==> src/rtl/modem_pkg.sv <==
package modem_pkg;
    localparam int ADDR_W   = 5;
    localparam int DATA_W   = 8;
    localparam int N_LINES  = 3;

    localparam logic [ADDR_W-1:0] OFS_STATUS = 5'h10;
    localparam logic [ADDR_W-1:0] OFS_CTRL   = 5'h11;
    localparam logic [ADDR_W-1:0] OFS_IEN    = 5'h15;

    // line index: 2 = clear-to-send, 1 = data-set-ready, 0 = carrier-detect
    localparam int LINE_CTS = 2;
    localparam int LINE_DSR = 1;
    localparam int LINE_DCD = 0;

    localparam int FLAG_LSB  = 5;   // flags at status bits 7..5
    localparam int LEVEL_LSB = 2;   // levels at status bits 4..2
    localparam int CTRL_RTS  = 7;
    localparam int CTRL_DTR  = 6;

    typedef enum logic {
        RTS_RELEASED = 1'b0,
        RTS_HELD     = 1'b1
    } rts_state_t;
endpackage

==> src/rtl/modem_sync.sv <==
module modem_sync #(
    parameter int WIDTH = 3
) (
    input  logic             clk,
    input  logic             rst_n,
    input  logic [WIDTH-1:0] din,
    output logic [WIDTH-1:0] level,
    output logic [WIDTH-1:0] level_prev
);
    logic [WIDTH-1:0] meta_q;

    for (genvar i = 0; i < WIDTH; i++) begin : g_line
        always_ff @(posedge clk or negedge rst_n) begin
            if (!rst_n) begin
                meta_q[i]     <= 1'b0;
                level[i]      <= 1'b0;
                level_prev[i] <= 1'b0;
            end else begin
                meta_q[i]     <= din[i];
                level[i]      <= meta_q[i];
                level_prev[i] <= level[i];
            end
        end
    end
endmodule

==> src/rtl/modem_flag_cell.sv <==
module modem_flag_cell #(
    parameter bit RISE_ARMS = 1'b0
) (
    input  logic clk,
    input  logic rst_n,
    input  logic level,
    input  logic level_prev,
    input  logic qual,
    input  logic clr,
    output logic flag
);
    logic edge_seen;

    if (RISE_ARMS) begin : g_rise
        assign edge_seen = level & ~level_prev;
    end else begin : g_fall
        assign edge_seen = ~level & level_prev;
    end

    always_ff @(posedge clk or negedge rst_n) begin
        if (!rst_n)                flag <= 1'b0;
        else if (edge_seen & qual) flag <= 1'b1;
        else if (clr)              flag <= 1'b0;
    end

    // a flag never rises while its qualifier was false
    a_r6_no_unqualified_set: assert property (@(posedge clk) disable iff (!rst_n)
        $rose(flag) |-> $past(qual));
endmodule

==> src/rtl/modem_rts_fsm.sv <==
module modem_rts_fsm
    import modem_pkg::*;
(
    input  logic clk,
    input  logic rst_n,
    input  logic req_write,
    input  logic req_bit,
    input  logic drained,
    output logic rts_out,
    output logic held
);
    rts_state_t state_q, state_d;

    always_comb begin
        state_d = state_q;
        unique case (state_q)
            RTS_RELEASED: if (req_write && req_bit) state_d = RTS_HELD;
            RTS_HELD:     if (drained)              state_d = RTS_RELEASED;
            default:      state_d = RTS_RELEASED;
        endcase
    end

    always_ff @(posedge clk or negedge rst_n) begin
        if (!rst_n) state_q <= RTS_RELEASED;
        else        state_q <= state_d;
    end

    always_comb begin
        held    = (state_q == RTS_HELD);
        rts_out = held;
    end

    // software cannot lower the request while held
    a_r9_rts_sticky: assert property (@(posedge clk) disable iff (!rst_n)
        ($past(rts_out) && !$past(drained)) |-> rts_out);
    // drain pulse while held releases the output
    a_r10_release_on_drain: assert property (@(posedge clk) disable iff (!rst_n)
        ($past(rts_out) && $past(drained)) |-> !rts_out);
endmodule

==> src/rtl/modem_status_ctl.sv <==
module modem_status_ctl
    import modem_pkg::*;
(
    input  logic              clk,
    input  logic              rst_n,
    input  logic [ADDR_W-1:0] bus_addr,
    input  logic              bus_wr,
    input  logic [DATA_W-1:0] bus_wdata,
    output logic [DATA_W-1:0] bus_rdata,
    input  logic              cts_in,
    input  logic              dsr_in,
    input  logic              dcd_in,
    input  logic              tx_enable,
    input  logic              rx_reset,
    input  logic              tx_drained,
    output logic              dtr_out,
    output logic              rts_out,
    output logic              irq
);
    localparam logic [N_LINES-1:0] RISE_MASK = 3'b010; // only data-set-ready arms on rise

    logic [N_LINES-1:0] lvl, lvl_prev, qual, flags, clr;
    logic [DATA_W-1:0]  ien_q;
    logic [CTRL_DTR:0]  ctrl_q;
    logic               rts_held;
    logic               wr_status, wr_ctrl, wr_ien;

    assign wr_status = bus_wr && (bus_addr == OFS_STATUS);
    assign wr_ctrl   = bus_wr && (bus_addr == OFS_CTRL);
    assign wr_ien    = bus_wr && (bus_addr == OFS_IEN);

    modem_sync #(.WIDTH(N_LINES)) u_sync (
        .clk(clk), .rst_n(rst_n),
        .din({cts_in, dsr_in, dcd_in}),
        .level(lvl), .level_prev(lvl_prev)
    );

    always_comb begin
        qual[LINE_CTS] = rts_held & tx_enable;
        qual[LINE_DSR] = ~rx_reset;
        qual[LINE_DCD] = ~rx_reset;
        clr = wr_status ? bus_wdata[FLAG_LSB +: N_LINES] : '0;
    end

    for (genvar i = 0; i < N_LINES; i++) begin : g_flag
        modem_flag_cell #(.RISE_ARMS(RISE_MASK[i])) u_cell (
            .clk(clk), .rst_n(rst_n),
            .level(lvl[i]), .level_prev(lvl_prev[i]),
            .qual(qual[i]), .clr(clr[i]), .flag(flags[i])
        );
    end

    modem_rts_fsm u_rts (
        .clk(clk), .rst_n(rst_n),
        .req_write(wr_ctrl), .req_bit(bus_wdata[CTRL_RTS]),
        .drained(tx_drained), .rts_out(rts_out), .held(rts_held)
    );

    always_ff @(posedge clk or negedge rst_n) begin
        if (!rst_n) begin
            ctrl_q <= '0;
            ien_q  <= '0;
        end else begin
            if (wr_ctrl) ctrl_q <= bus_wdata[CTRL_DTR:0];
            if (wr_ien)  ien_q  <= bus_wdata;
        end
    end

    assign dtr_out = ctrl_q[CTRL_DTR];
    assign irq     = |(flags & ien_q[FLAG_LSB +: N_LINES]);

    always_comb begin
        unique case (bus_addr)
            OFS_STATUS: bus_rdata = {flags, lvl, 2'b00};
            OFS_CTRL:   bus_rdata = {rts_held, ctrl_q};
            OFS_IEN:    bus_rdata = ien_q;
            default:    bus_rdata = '0;
        endcase
    end

    // terminal-ready follows the last control write
    a_r11_dtr_follow: assert property (@(posedge clk) disable iff (!rst_n)
        $past(wr_ctrl) |-> (dtr_out == $past(bus_wdata[CTRL_DTR])));
    // clear-to-send flag only armed while the request is held
    a_r3_cts_needs_rts: assert property (@(posedge clk) disable iff (!rst_n)
        $rose(flags[LINE_CTS]) |-> $past(rts_out));
endmodule

==> config.mk <==
export PLATFORM = sky130hd
export DESIGN_NAME = modem_status_ctl
export DESIGN_NICKNAME = d
export VERILOG_FILES = /design/src/rtl/modem_pkg.sv /design/src/rtl/modem_sync.sv /design/src/rtl/modem_flag_cell.sv /design/src/rtl/modem_rts_fsm.sv /design/src/rtl/modem_status_ctl.sv
export SDC_FILE = /design/constraint.sdc
export NUM_CORES = 1
export LEC_CHECK = 0
export ABC_AREA = 1
export CORE_MARGIN = 10
export CORE_UTILIZATION = 65
export CTS_CLUSTER_DIAMETER = 200
export CTS_CLUSTER_SIZE = 20
export DETAILED_ROUTE_END_ITERATION = 7
export DONT_BUFFER_PORTS = 1
export PLACE_DENSITY = 0.85
export RECOVER_POWER = 25
export SLEW_MARGIN = 40
export SYNTH_ARGS = -nofsm -noshare
export SYNTH_HDL_FRONTEND = slang
export SYNTH_SLANG_ARGS = --single-unit
==> constraint.sdc <==
create_clock -name clk -period 2.1 [get_ports clk]
set_clock_uncertainty 0.1 [all_clocks]
set_input_delay 0.21 -clock clk [delete_from_list [all_inputs] [get_ports clk]]
set_output_delay 0.21 -clock clk [all_outputs]
set_load 0.03 [all_outputs]
==> results of run 1 <==
[area by class of cell]
| type | instances | share of cell area [%] |
|---|---|---|
| Clock buffer | 3 | 1.53 |
| Clock inverter | 1 | 2.04 |
| Inverter | 9 | 2.30 |
| Multi-Input combinational cell | 111 | 33.1 |
| Sequential cell | 28 | 47.7 |
| Tap cell | 25 | 2.13 |
| Timing Repair Buffer | 17 | 11.2 |
[layer usage]
| metal | wire [µm] | vias to the layer above |
|---|---|---|
| met5 | 0 | - |
| met4 | 22 | 0 |
| met3 | 212 | 4 |
| met2 | 1620 | 34 |
| met1 | 1140 | 500 |
| li1 | - | 510 |
[worst paths after layout]
check	from	endpoint	depth (start not counted)
max in group clk	u_rts.held$_DFF_PN0_	bus_rdata[7]	2
min	bus_wr	ctrl_q[1]$_DFFE_PN0P_	4
max	rst_n	g_flag[2].u_cell.flag$_DFFE_PN0P_	2
min reg2reg	u_sync.meta_q[0]$_DFF_PN0_	u_sync.level[0]$_DFF_PN0_	0
max reg2reg	u_sync.level[1]$_DFF_PN0_	g_flag[1].u_cell.flag$_DFFE_PN0P_	2
min in group asynchronous	rst_n	ien_q[2]$_DFFE_PN0P_	2
[sequential cells by signal, indices dropped and copies added (netlist names)]
name	count
g_flag.u_cell.flag	3
u_sync.level	3
u_rts.held	1
ien_q	8
u_sync.meta_q	3
ctrl_q	7
u_sync.level_prev	3
[logic make-up (layout without fill, tap and decap cells)]
logic type / after synthesis / after routing / share of synthesized area, %
flops: 28 / 28 / 57.4
buf+inv: 9 / 30 / 2.77
simple gates: 111 / 111 / 39.9
[cell usage in the layout, fill, tap and decap left out]
master	synthesis	routed
nor3_4	1	1
inv_2	2	2
clkbuf_1	0	1
nor2_1	4	4
clkbuf_4	0	3
or3b_2	1	1
dfrtp_1	28	28
nand2_2	1	1
inv_1	7	7
nor2_4	2	2
bufinv_16	0	1
nand2_1	81	81
nand3_1	14	14
dlygate4sd3_1	0	16
nand4_1	4	4
nor2_2	3	3
[worst min-delay path: stages]
cell and delay [ns]:
inv_2 0.06, nor3_4 0.07, nand2_1 0.06, nand2_1 0.04
[report_power, final]
group | internal, µW | switching (µW)
logic | 54.9 | 95.9
registers | 605 | 50.8
clock network | 193 | 157
[stage by stage]
step,utilization (%),worst slack (ns),instances
2_1_floorplan,-,0.844,148
3_3_place_gp,71.8,0.676,173
3_5_place_dp,71.8,0.670,173
4_1_cts,85.1,0.456,194
5_1_grt,84.2,0.207,194
6_report,84.2,0.425,194
==> impl_metrics.yaml, run 1 <==
detailed_routing:
  vias: 1048
  post_drt_via_cell_ratio: 5.40
  wl_um: 2990
  drc: 0
  ant_nets: 0
  first_iter_violations: 96
  dr.pass1.iters: 4
  avgRoutedWirePerCell_um: 15.4
clock_network:
  cts_resized: 0
  clk_pin_slew_ns: 0.14
  cts_tree: "yes"
  clock_path_buffers: 2
  cts_buffers: 3
  ctsRootBufferMaster: "clkbuf_4"
  cts_num_sinks: 28
  postCtsHoldBufs: 17
  cts_setup_buffers: 0
  insertion_delay_ns: 0.33
  cts.htree.levels: 1
final_layout:
  drive_gt1_share_pct: 8.28
  num-nets-final: 192
  seq_area_um2: 701
  multi_input_area_um2: 487
  fill_cells: 102
  fin_area_um2: 1470
  n_antenna_cell: 0
  syn2layout_area_growth_pct: 20.3
critical_path:
  critPathMaxStageDelay_ns: 1.05
  worst-r2r-setup-slack_ns: 1.00
  critical_path_arrival_ns: 1.80
  path_class: "in -> async"
  cp-start-kind: "input pin"
  worstSetupEndpointType: "asynchronous set/reset pin"
  crit_buf_inv: 2
  slowest_stage: "clkbuf_1"
  crit_family: "buffers and inverters"
  crit_fanout: 28
  worstPathCellList: "dlygate4sd3_1, clkbuf_1"
  critPathRequiredTime_ns: 2.23
hold_path:
  hold_path_class: "in -> reg"
die:
  fp-row-count: 15
  ioPinCount: 33
  die_h_um: 63.3
  die_area_um2: 4010
  die_w_um: 63.3
  initial_core_util_pct: 70.0
  core-area_um2: 1750
global_route:
  grt.total_usage_pct: 15.9
  grt_use_met3_pct: 3.89
  met1_usage_pct: 19.5
  antenna_found_initial: 0
  grt_overflow: 0
  use_met2_pct: 26.5
  grt_pass1_vias: 1045
  grt_max_degree: 29
  grt_pass1_wl_um: 5200
  busiest_layer: "met2"
timing:
  worstMarginPinSlew_ns: 1.44
  setup_tns_ns: 0
  hold_ws_ns: 0.0295
  slew_headroom_pct: 3.83
  timing.fmax_mhz: 597
  timing.final.max_slew_violations: 0
  setup_viol: 0
  rsz0062_at_grt: "false"
  period_share_pct: 79.7
  hold_violations: 0
  period_needed_ns: 1.67
logic_synthesis:
  synth_edf_count: 0
  syn_area_um2: 1220
  synth_ff_type: "dfrtp_1"
  synthTopCellsByCount: "81 x nand2_1, 28 x dfrtp_1, 14 x nand3_1, 7 x inv_1"
  ys_types: 12
  synth.yosys.seq_area_share_pct: 57.4
  synth_top_area_share_pct: 57.4
  synthesis.nets: 170
  synth_top_area_cell: "dfrtp_1"
  synth_most_common_cell: "nand2_1"
  synth-async-reset-ratio_pct: 100
  synth.ff_latch_count: 28
  syn-mean-instance-area_um2: 8.25
  netlist_instances: 148
  synth.area.top_cells: "dfrtp_1 57%, nand2_1 25%, nand3_1 5.7%, inv_1 2.2%, nand4_1 2.0%"
  ys_warn_count: 0
job:
  max_cap_violations: 0
pwr:
  power_uw: 1160
  irDropWorstVdd_mv: 0.659
  p_leak_uw: 0.000750
  power_density_nw_per_um2: 788
placement:
  gp_congestion: 0.869
  place_area_um2: 1250
  port_buffers: 0
  hpwlAfterDp_um: 1920
outcome:
  status: "complete, no violations"
Note: power is estimated with default switching activity, not from simulation.
==> run 2: changes to the inputs <==
- ABC_AREA: 1 -> 0
- CORE_UTILIZATION: 65 -> 54
- PLACE_DENSITY: 0.85 -> 0.76
- clock period: 2.1 -> 1.5 ns (I/O delays scaled with it)
==> impl_metrics.yaml, run 2 <==
logic_synthesis:
  synth_top_area_share_pct: 59.6
  synth_ff_type: "dfrtp_1"
  ys_types: 22
  synth.area.top_cells: "dfrtp_1 60%, mux2_2 13%, a221o_1 5.1%, and3_1 3.2%, a32o_1 2.6%"
  netlist_instances: 81
  synth_edf_count: 0
  synth.yosys.seq_area_share_pct: 59.6
  synth.ff_latch_count: 28
  synth-compound-area-share_pct: 10.5
  synth_top_family_by_area: "multiplexers"
  synthTopCellsByCount: "28 x dfrtp_1, 14 x mux2_2, 6 x a221o_1, 6 x and3_1, 4 x nor2_1"
  synth-simple-area-share_pct: 13.1
  synth_xor_area_share_pct: 0
  synthMuxAreaShare_pct: 14.7
  syn-mean-instance-area_um2: 14.5
  synth_top_area_cell: "dfrtp_1"
  ys_warn_count: 0
  synth_adder_area_share_pct: 0
  synth_most_common_cell: "dfrtp_1"
  synthesis.nets: 103
  synth-async-reset-ratio_pct: 100
  syn_area_um2: 1170
placement:
  port_buffers: 0
  gp_congestion: 0.732
  place_area_um2: 1240
  hpwlAfterDp_um: 2010
pwr:
  p_seq_share_pct: 54.5
  p_sw_uw: 397
  p_int_uw: 1280
  swShare_pct: 23.8
  irDropWorstVdd_mv: 0.841
  p_leak_uw: 0.000700
  clkPwrFrac_pct: 28.8
  combPwrFrac_pct: 16.7
  power_uw: 1670
  power_density_nw_per_um2: 1120
final_layout:
  syn2layout_area_growth_pct: 27.3
  layout_commonest_cell: "dfrtp_1"
  utilization_pct: 73.9
  drive_gt1_share_pct: 40.9
  reg.largest.list: "ien_q (8), ctrl_q (7)"
  regMostFlops: "ien_q"
  n_antenna_cell: 0
  most-common-layout-cells: "28 x dfrtp_1, 16 x dlygate4sd3_1, 14 x mux2_2"
  num-nets-final: 133
  fin_area_um2: 1500
  largest_reg_flops: 8
critical_path:
  crit_buf_inv: 1
  path_class: "reg -> out"
  critical_path_arrival_ns: 1.39
  worstSetupEndpointType: "output pin"
  critPathMaxStageDelay_ns: 0.46
  crit_fanout: 3
  cp-start-kind: "flop"
  crit_family: "compound AO/OA/AOI/OAI gates"
  critPathRequiredTime_ns: 1.25
  slowest_stage: "a222oi_1"
  worstPathCellList: "a222oi_1, inv_2"
global_route:
  grt.total_usage_pct: 13.7
  grt_overflow: 0
  met1_usage_pct: 15.5
  grt_pass1_vias: 914
  grt_pass1_wl_um: 4750
  busiest_layer: "met2"
  antenna_found_initial: 0
  grt_use_met3_pct: 5.85
  use_met2_pct: 23.0
  grt_max_degree: 29
detailed_routing:
  first_iter_violations: 40
  ant_nets: 0
  dr.pass1.iters: 4
  post_drt_via_cell_ratio: 6.12
  vias: 838
  drc: 0
  wl_um: 2980
  avgRoutedWirePerCell_um: 21.8
clock_network:
  cts_tree: "yes"
  ctsRootBufferMaster: "clkbuf_4"
  insertion_delay_ns: 0.32
  clock_path_buffers: 2
  cts_buffers: 3
  clk_pin_slew_ns: 0.15
  cts.htree.levels: 1
  cts_num_sinks: 28
die:
  die_area_um2: 4440
  fp-row-count: 16
  die_h_um: 66.6
  initial_core_util_pct: 58.1
  core-area_um2: 2020
  die_w_um: 66.6
  ioPinCount: 33
timing:
  rsz0062_at_grt: "true"
  slew_headroom_pct: 53.6
  timing.final.max_slew_violations: 0
  worstMarginPinSlew_ns: 0.696
  timing.fmax_mhz: 610
  fin_ws_ns: -0.139
  period_share_pct: 109
  hold_ws_ns: 0.0356
  setup_viol: 6
  period_needed_ns: 1.64
  hold_violations: 0
hold_path:
  hold_path_class: "in -> reg"
job:
  max_cap_violations: 0
outcome:
  status: "finished with violations"
  failed_checks: "setup timing"
==> run 2: cell count changes after synthesis, moves of 2 or more <==
cell     before  now
a221o_1       0    6
a22o_1        0    2
a32o_1        0    3
and3_1        0    6
inv_1         7    2
inv_2         2    0
mux2_2        0   14
nand2_1      81    1
nand3_1      14    3
nand4_1       4    0
nor2_2        3    0
nor2_4        2    0
==> run 2: timing repair <==
item | in CTS | in global routing
endpoints found under the setup margin | 7 | 7
hold buffers | 17 | 0
pin swaps | 1 | 1
buffers inserted | 3 | 2
endpoints found under the hold margin | 50 | 0
gates resized for setup | 1 | 0
==> run 2: through the flow <==
step / setup TNS, ns / cells / worst slack [ns]
floorplan: 0 / 81 / 0.0230
global placement: 0 / 111 / 0.0753
detailed placement: 0 / 111 / 0.0774
CTS: -0.302 / 135 / -0.0855
global route: -0.669 / 137 / -0.176
finish: -0.305 / 137 / -0.139
==> run 2: final cells by class <==
cell class	count	area [µm²]
Tap cell	27	33.8
Inverter	2	7.51
Clock inverter	1	30.0
Timing Repair Buffer	27	240
Clock buffer	3	22.5
Fill cell	139	527
Multi-Input combinational cell	49	460
Sequential cell	28	701
==> run 2: kinds of logic (layout without fill, tap and decap cells) <==
logic type,after synthesis,in the layout
AND/OR/NAND/NOR,21,21
AO/OA/AOI/OAI,13,13
multiplexers,15,15
flip-flops,28,28
buffers and inverters,4,33
==> run 2: tightest hold or removal path, cell delays in order <==
cell     delay [ns]
nor2_1         0.06
nand3_1        0.09
a22o_1         0.13
==> run 2: layer usage <==
| layer | part of all wire [%] | routed length [µm] |
|---|---|---|
| met5 | 0 | 0 |
| met3 | 11 | 324 |
| met2 | 50 | 1500 |
| met1 | 38 | 1140 |
| met4 | 0.44 | 13 |
==> run 2: final timing paths <==
check / start / endpoint / slack [ns] / cells after the start
hold / removal: bus_addr[1] / g_flag[0].u_cell.flag$_DFFE_PN0P_ / 0.04 / 3
min in group asynchronous: rst_n / ctrl_q[6]$_DFFE_PN0P_ / 0.32 / 2
setup / recovery: g_flag[1].u_cell.flag$_DFFE_PN0P_ / irq / -0.14 / 2
hold reg to reg: u_sync.meta_q[1]$_DFF_PN0_ / u_sync.level[1]$_DFF_PN0_ / 0.27 / 0
max in group asynchronous: rst_n / u_sync.level_prev[2]$_DFF_PN0_ / 0.53 / 2
setup reg to reg: u_rts.held$_DFF_PN0_ / u_rts.held$_DFF_PN0_ / 0.12 / 4
==> run 2: power groups by stage <==
stage | registers [µW] | logic, µW | clock network [µW]
6_report | 911 | 279 | 482
5_1_grt | 921 | 302 | 535
4_1_cts | 907 | 270 | 498
3_5_place_dp | 923 | 186 | 0
3_3_place_gp | 915 | 176 | 0
2_1_floorplan | 915 | 145 | 0
==> run 3: changes to the inputs <==
- CORE_MARGIN: 10 -> default
- GPL_TIMING_DRIVEN: default -> 0
==> impl_metrics.yaml, run 3 (synthesis results as in run 2) <==
die:
  die_w_um: 48.6
  core-area_um2: 2000
  die_area_um2: 2370
  fp-row-count: 16
  initial_core_util_pct: 58.7
  die_h_um: 48.6
  ioPinCount: 33
critical_path:
  worst-r2r-setup-slack_ns: 0.34
  crit_fanout: 3
  r2r_cells: 3
  critPathRequiredTime_ns: 1.25
  cp-start-kind: "flop"
  r2r-end: "g_flag[2].u_cell.flag$_DFFE_PN0P_"
  worstSetupEndpointType: "output pin"
  critical_path_arrival_ns: 1.30
  r2r_start: "u_rts.held$_DFF_PN0_"
  path_class: "reg -> out"
timing:
  timing.final.max_slew_violations: 0
  setup_viol: 4
  fin_ws_ns: -0.0470
  setup_tns_ns: -0.132
  hold_violations: 0
  period_share_pct: 103
  worstMarginPinSlew_ns: 0.665
  timing.fmax_mhz: 646
  slew_headroom_pct: 55.7
  period_needed_ns: 1.55
  rsz0062_at_grt: "true"
clock_network:
  cts.htree.levels: 1
  cts_num_sinks: 28
  cts_tree: "yes"
  clk_pin_slew_ns: 0.15
  insertion_delay_ns: 0.31
  clock_path_buffers: 2
  ctsRootBufferMaster: "clkbuf_4"
  cts_buffers: 3
job:
  max_cap_violations: 0
detailed_routing:
  dr.pass1.iters: 4
  wl_met3_um: 128
  wl_um: 2380
  post_drt_via_cell_ratio: 5.92
  ant_nets: 0
  vias: 787
  drc: 0
  first_iter_violations: 18
  wl_met2_um: 1190
  top_layer_used: "met4"
  m1WireLength_um: 1050
  avgRoutedWirePerCell_um: 17.9
final_layout:
  drive_gt1_share_pct: 40.6
  syn2layout_area_growth_pct: 25.1
  most-common-layout-cells: "26 x dfrtp_1, 17 x dlygate4sd3_1, 14 x mux2_2"
  reg.largest.list: "ien_q (8), ctrl_q (7)"
  largest_reg_flops: 8
  num-nets-final: 129
  fill_cells: 136
  n_antenna_cell: 0
  layout_commonest_cell: "dfrtp_1"
  regMostFlops: "ien_q"
hold_path:
  min-delay-start: "bus_addr[0]"
  holdPathStages: 2
  hold_path_class: "in -> reg"
  holdPathEnd: "u_rts.held$_DFF_PN0_"
outcome:
  status: "finished with violations"
  failed_checks: "setup timing"
global_route:
  grt_pass1_vias: 799
  grt_max_degree: 29
  grt_overflow: 0
  grt.total_usage_pct: 21.5
  antenna_found_initial: 0
  grt_pass1_wl_um: 3800
placement:
  place_ws_ns: -0.222
  port_buffers: 0
  gp_congestion: 0.765
pwr:
  irDropWorstVdd_mv: 0.709
  p_leak_uw: 0.000673
  power_density_nw_per_um2: 1030
## run 3: cell types whose count changed in the layout (fill, tap and decap cells not counted), sizes merged
| cell | change |
|---|---|
| bufinv | -1 |
| dlygate4sd3 | +1 |
| clkbuf | +1 |
| buf | -5 |
## run 3: layer usage
metal | up-vias | track usage, %
met5 | - | 0
met4 | 0 | 5.88
met3 | 2 | 3.46
met2 | 37 | 36.1
met1 | 385 | 28.9
li1 | 363 | -
## run 3: cell type report
cell class / count / area (µm²) / share of cell area (%)
sequential: 28 / 703 / 47.8
multi-input combinational: 49 / 475 / 32.3
timing repair buffer: 21 / 198 / 13.4
clock buffer: 4 / 36.3 / 2.47
tap: 27 / 33.8 / 2.30
buffer: 2 / 16.3 / 1.11
inverter: 2 / 7.51 / 0.511
## run 3: worst max-delay path by stage
stage,start,endpoint,depth (start not counted)
final,ien_q[6]$_DFFE_PN0P_,irq,2
after global routing,g_flag[1].u_cell.flag$_DFFE_PN0P_,irq,2
after CTS,g_flag[1].u_cell.flag$_DFFE_PN0P_,irq,2
after detailed placement,bus_addr[2],bus_rdata[3],3
after global placement,bus_addr[2],bus_rdata[2],3
after floorplan,bus_addr[2],bus_rdata[2],3
## run 3: power breakdown
group          switching, µW  leakage, µW  total, µW  internal (µW)
registers               67.5     0.000339        920            852
clock network            211    0.0000210        360            148
logic                    104     0.000313        234            129
## run 3: stage by stage
stage                     util (%)  cell area (µm²)  power (µW)  std cells  hold WS [ns]
after floorplan                  -             1180        1060         81        -0.246
after global placement        60.9             1220        1080        108        -0.245
after detailed placement      60.9             1220        1090        108        -0.245
after CTS                     74.1             1480        1520        133        0.0696
after global routing          73.4             1470        1570        133         0.119
final                         73.4             1470        1510        133         0.122
## run 3: worst max-delay path, cell delays in order (launching register included)
cell,delay (ns)
dfrtp_1,0.43
a222oi_1,0.39
inv_2,0.15
## run 3: repair_timing
action                                  CTS  global route
pin swaps                                 4             1
setup buffers                             3             0
hold endpoints to repair                 50             0
resized for setup                         5             1
endpoints found under the setup margin    9             9
hold buffers                             18             0
